File: src/rtl/evr_pkg.sv
package evr_pkg;
  localparam int GEO_W = 5;
  localparam int NERR  = 12;

  localparam int E_TYPE   = 0;
  localparam int E_FRAME  = 1;
  localparam int E_GEO    = 2;
  localparam int E_COUNT  = 3;
  localparam int E_EVNUM  = 4;
  localparam int E_BWC    = 5;
  localparam int E_STAT   = 6;
  localparam int E_TTAG   = 7;
  localparam int E_CHIPID = 8;
  localparam int E_BUNCH  = 9;
  localparam int E_CWC    = 10;
  localparam int E_ERRPKT = 11;

  typedef enum logic [4:0] {
    PK_BHDR = 5'b01000,
    PK_CHDR = 5'b00001,
    PK_MEAS = 5'b00000,
    PK_CTRL = 5'b00011,
    PK_EPKT = 5'b00100,
    PK_TTAG = 5'b10001,
    PK_BTRL = 5'b10000,
    PK_FILL = 5'b11000
  } pk_code_e;

  typedef struct packed {
    logic bhdr;
    logic chdr;
    logic meas;
    logic ctrl;
    logic epkt;
    logic ttag;
    logic btrl;
    logic fill;
    logic bad;
  } pk_class_t;

  function automatic pk_class_t classify(logic [4:0] code);
    pk_class_t c;
    c = '0;
    case (code)
      PK_BHDR: c.bhdr = 1'b1;
      PK_CHDR: c.chdr = 1'b1;
      PK_MEAS: c.meas = 1'b1;
      PK_CTRL: c.ctrl = 1'b1;
      PK_EPKT: c.epkt = 1'b1;
      PK_TTAG: c.ttag = 1'b1;
      PK_BTRL: c.btrl = 1'b1;
      PK_FILL: c.fill = 1'b1;
      default: c.bad  = 1'b1;
    endcase
    return c;
  endfunction

  // payload is bits 26:0 of a readout word
  function automatic logic [GEO_W-1:0] f_geo(logic [26:0] p);
    return p[4:0];
  endfunction
  function automatic logic [21:0] f_evnum(logic [26:0] p);
    return p[26:5];
  endfunction
  function automatic logic [15:0] f_bwc(logic [26:0] p);
    return p[20:5];
  endfunction
  function automatic logic [2:0] f_stat(logic [26:0] p);
    return p[26:24];
  endfunction
  function automatic logic [11:0] f_evid(logic [26:0] p);
    return p[23:12];
  endfunction
  function automatic logic [11:0] f_low12(logic [26:0] p);
    return p[11:0];
  endfunction
endpackage

File: src/rtl/evr_decode.sv
module evr_decode
  import evr_pkg::*;
(
  input  logic       vld,
  input  logic [4:0] code,
  output pk_class_t  cls
);
  always_comb begin
    cls = vld ? classify(code) : '0;
  end
endmodule

File: config.mk
export PLATFORM = sky130hd
export DESIGN_NAME = evr_decode
export DESIGN_NICKNAME = d
export VERILOG_FILES = /design/src/rtl/evr_pkg.sv /design/src/rtl/evr_decode.sv
export SDC_FILE = /design/constraint.sdc
export NUM_CORES = 1
export LEC_CHECK = 0
export ABC_AREA = 1
export CORE_AREA = 5 5 42 44
export DETAILED_ROUTE_END_ITERATION = 10
export DIE_AREA = 0 0 47 49
export PLACE_DENSITY_LB_ADDON = 0.12
export SLEW_MARGIN = 20
export SYNTH_ARGS = -nofsm -noshare
export SYNTH_HDL_FRONTEND = slang
export SYNTH_SLANG_ARGS = --single-unit
File: constraint.sdc
create_clock -name vclk -period 0.8
set_input_delay 0.12 -clock vclk [all_inputs]
set_output_delay 0.12 -clock vclk [all_outputs]
set_load 0.01 [all_outputs]
==> metrics.md <==
| Metric | Value |
|---|---|
| Outcome | finished, violations left |
| Failing checks | negative setup slack |
| Layout cells sized above 1 | 79.59% |
| Total power | 143.6 uW |
| Leak Pwr | 0.1770 nW |
| Vias in the first global route | approximately 240 |
| Non-filler cells, final | 65 |
| Cells after Synth | 31 |
| # clk buffers | 0 |
| Highest metal used | met3 |
| Combinational power share | 100.0% |
| Die height | 49 um |
| DPL Wire Length | 501.7 um |
| Arr. time, crit path | 0.76 ns |
| Antenna-violating nets left | 0 |
| CP Launch Type | input port |
| PortBufs | 15 |
| Slew headroom | 88.83% |
| Multi-input combinational cell area | 181.4 sq um |
| Netlist cell types | 9 |
| Required time worst endpoint | 0.68 ns |
| Met3 wire length | 38 um |
| Hold WS | approximately 0.58 ns |
| Tcrit/Tclk final | 109.5% |
| Die area | 2303 sq um |
| CP endpoint kind | output pin |
| Least-Margin Pin Slew | 0.1671 ns |
| Worst setup margin | -0.07622 ns |
| Hold path depth | 4 |
| Fill cells | roughly 170 |
| Routed vias | between 200 and 300 |
| Reg area | 0 sq um |
| Pwr dens | 397.2 nW/um^2 |
| Pins over their slew limit | 0 |
| M1 WL | 242 um |
| Worst vdd ir | 0.0001102 V |
| Top post-synthesis cells by area | nor2_1, nand3_1, inv_1 |
| P_sw | 77.30 uW |
| Max Cap Viol | 0 |
| Syn Nets | 37 |
| Sum Neg Setup Slack | -0.3428 ns |
| Drt first pass iters | 4 |
| Antenna violations before repair | 0 |
| Die width | 47 um |
| Clk pwr share | 0% |
| Worst Path Class, Setup | input port to output pin |
| Netlist Area Pre-Place | 142.6 sq um |
| Largest net degree at the start of global routing | 6 |
| Worst hold-check path type | input port to output pin |
| Final Instance Area | 361.6 sq um |
| Synth warn | 0 |
| F_max | 1141 MHz |
| Yosys top cell area share | 21.05% |
| Placed Area | 327.8 sq um |
| Num ports | 15 |
| Fin. Hold Viols | 0 |
| Pint | roughly 66 uW |
| Largest fanout on the critical path | 3 |
| Placed Cells incl. Taps | 64 |
| Routed WL | 638 um |
| Grt ovf | 0 |
| Dominant cell type by area after synthesis | nor2_1 |
| Core area | 1401 sq um |
| Sequential share of the synthesized area | 0% |
| DR iter-0 viols | 6 |
| RSZ-0062 raised after global routing | true |
| Global-route wire length before repair | between 1000 and 1500 um |
| Net count reported at finish | 57 |
| Final setup viols | 9 |
| Flop pwr share | 0% |
| GRT Overall Usage | 5.614% |
| Met2 routed WL | 357 um |
| Seq cells | 0 |
| # rows | 14 |
| Post-place setup slack | -0.9312 ns |
| Final Critical Period | roughly 0.88 ns |
| Via/cell ratio | between 3 and 4 |
| # DRC | 0 |
| WL/cell | between 9 and 10 um |
| Initial Utilization | slightly above 10% |
| Synth-to-Final Area Change | 153.5% |
| Post-layout util | 25.80% |
| Avg Synthesized Cell Area | between 4 and 5 sq um |
| Net Sw Frac | 53.82% |
| Routability cong. | 0.7159 |
| Ant. Diodes | 0 |
layer usage:
metal | global-route usage (%) | vias to the layer above
met5 | 0 | -
met2 | 9.955 | 7
li1 | - | 132
met1 | 7.609 | 114
met3 | 0.3690 | 0
met4 | 0 | 0
power groups by stage:
stage          Combinational [mW]  Sequential (mW)  Clock, mW
6_report                    0.144                0          0
5_1_grt                     0.156                0          0
4_1_cts                     0.130                0          0
3_5_place_dp                0.116                0          0
3_3_place_gp                0.118                0          0
2_1_floorplan              0.0426                0          0
synthesized netlist by cell type:
| cell type | count |
|---|---|
| nor2_1 | 8 |
| inv_1 | 6 |
| nand2_1 | 5 |
| nand3_1 | 5 |
| nor3_1 | 3 |
| inv_2 | 1 |
| nand3_2 | 1 |
| nor2_2 | 1 |
| nor2_4 | 1 |
area by class of cell:
class	count	area share, %
well taps	16	5.536
multi-input cells	24	50.17
repair buffers	18	37.02
inverters	7	7.266
placed cells by master, fill, tap and decap left out, drive strengths merged:
cell / count
nor2: 10
nand2: 5
inv: 7
nor3: 3
nand3: 6
buf: 18
kinds of logic (layout without fill, tap and decap cells):
group,count (synthesis),after routing,share of synthesized area (%)
buf+inv,7,25,18.42
simple gates,24,24,81.58
what timing repair did:
action / CTS / global route
hold buffers: 0 / 0
setup buffers: 1 / 0
setup endpoints to repair: 9 / 9
resized for setup: 81 / 9
pin swaps: 8 / 3
worst max-delay path, cell delays in order:
cell and delay (ns):
buf_8 0.10, nor2_4 0.13, buf_6 0.12, nand2_2 0.05, nand3_2 0.07, nor2_2 0.04, buf_2 0.13
worst paths after layout:
| kind | start | end | slack, ns |
|---|---|---|---|
| min | code[0] | cls[5] | 0.58 |
| max | code[2] | cls[0] | -0.08 |
No activity file was read; power rests on OpenSTA's default activity.
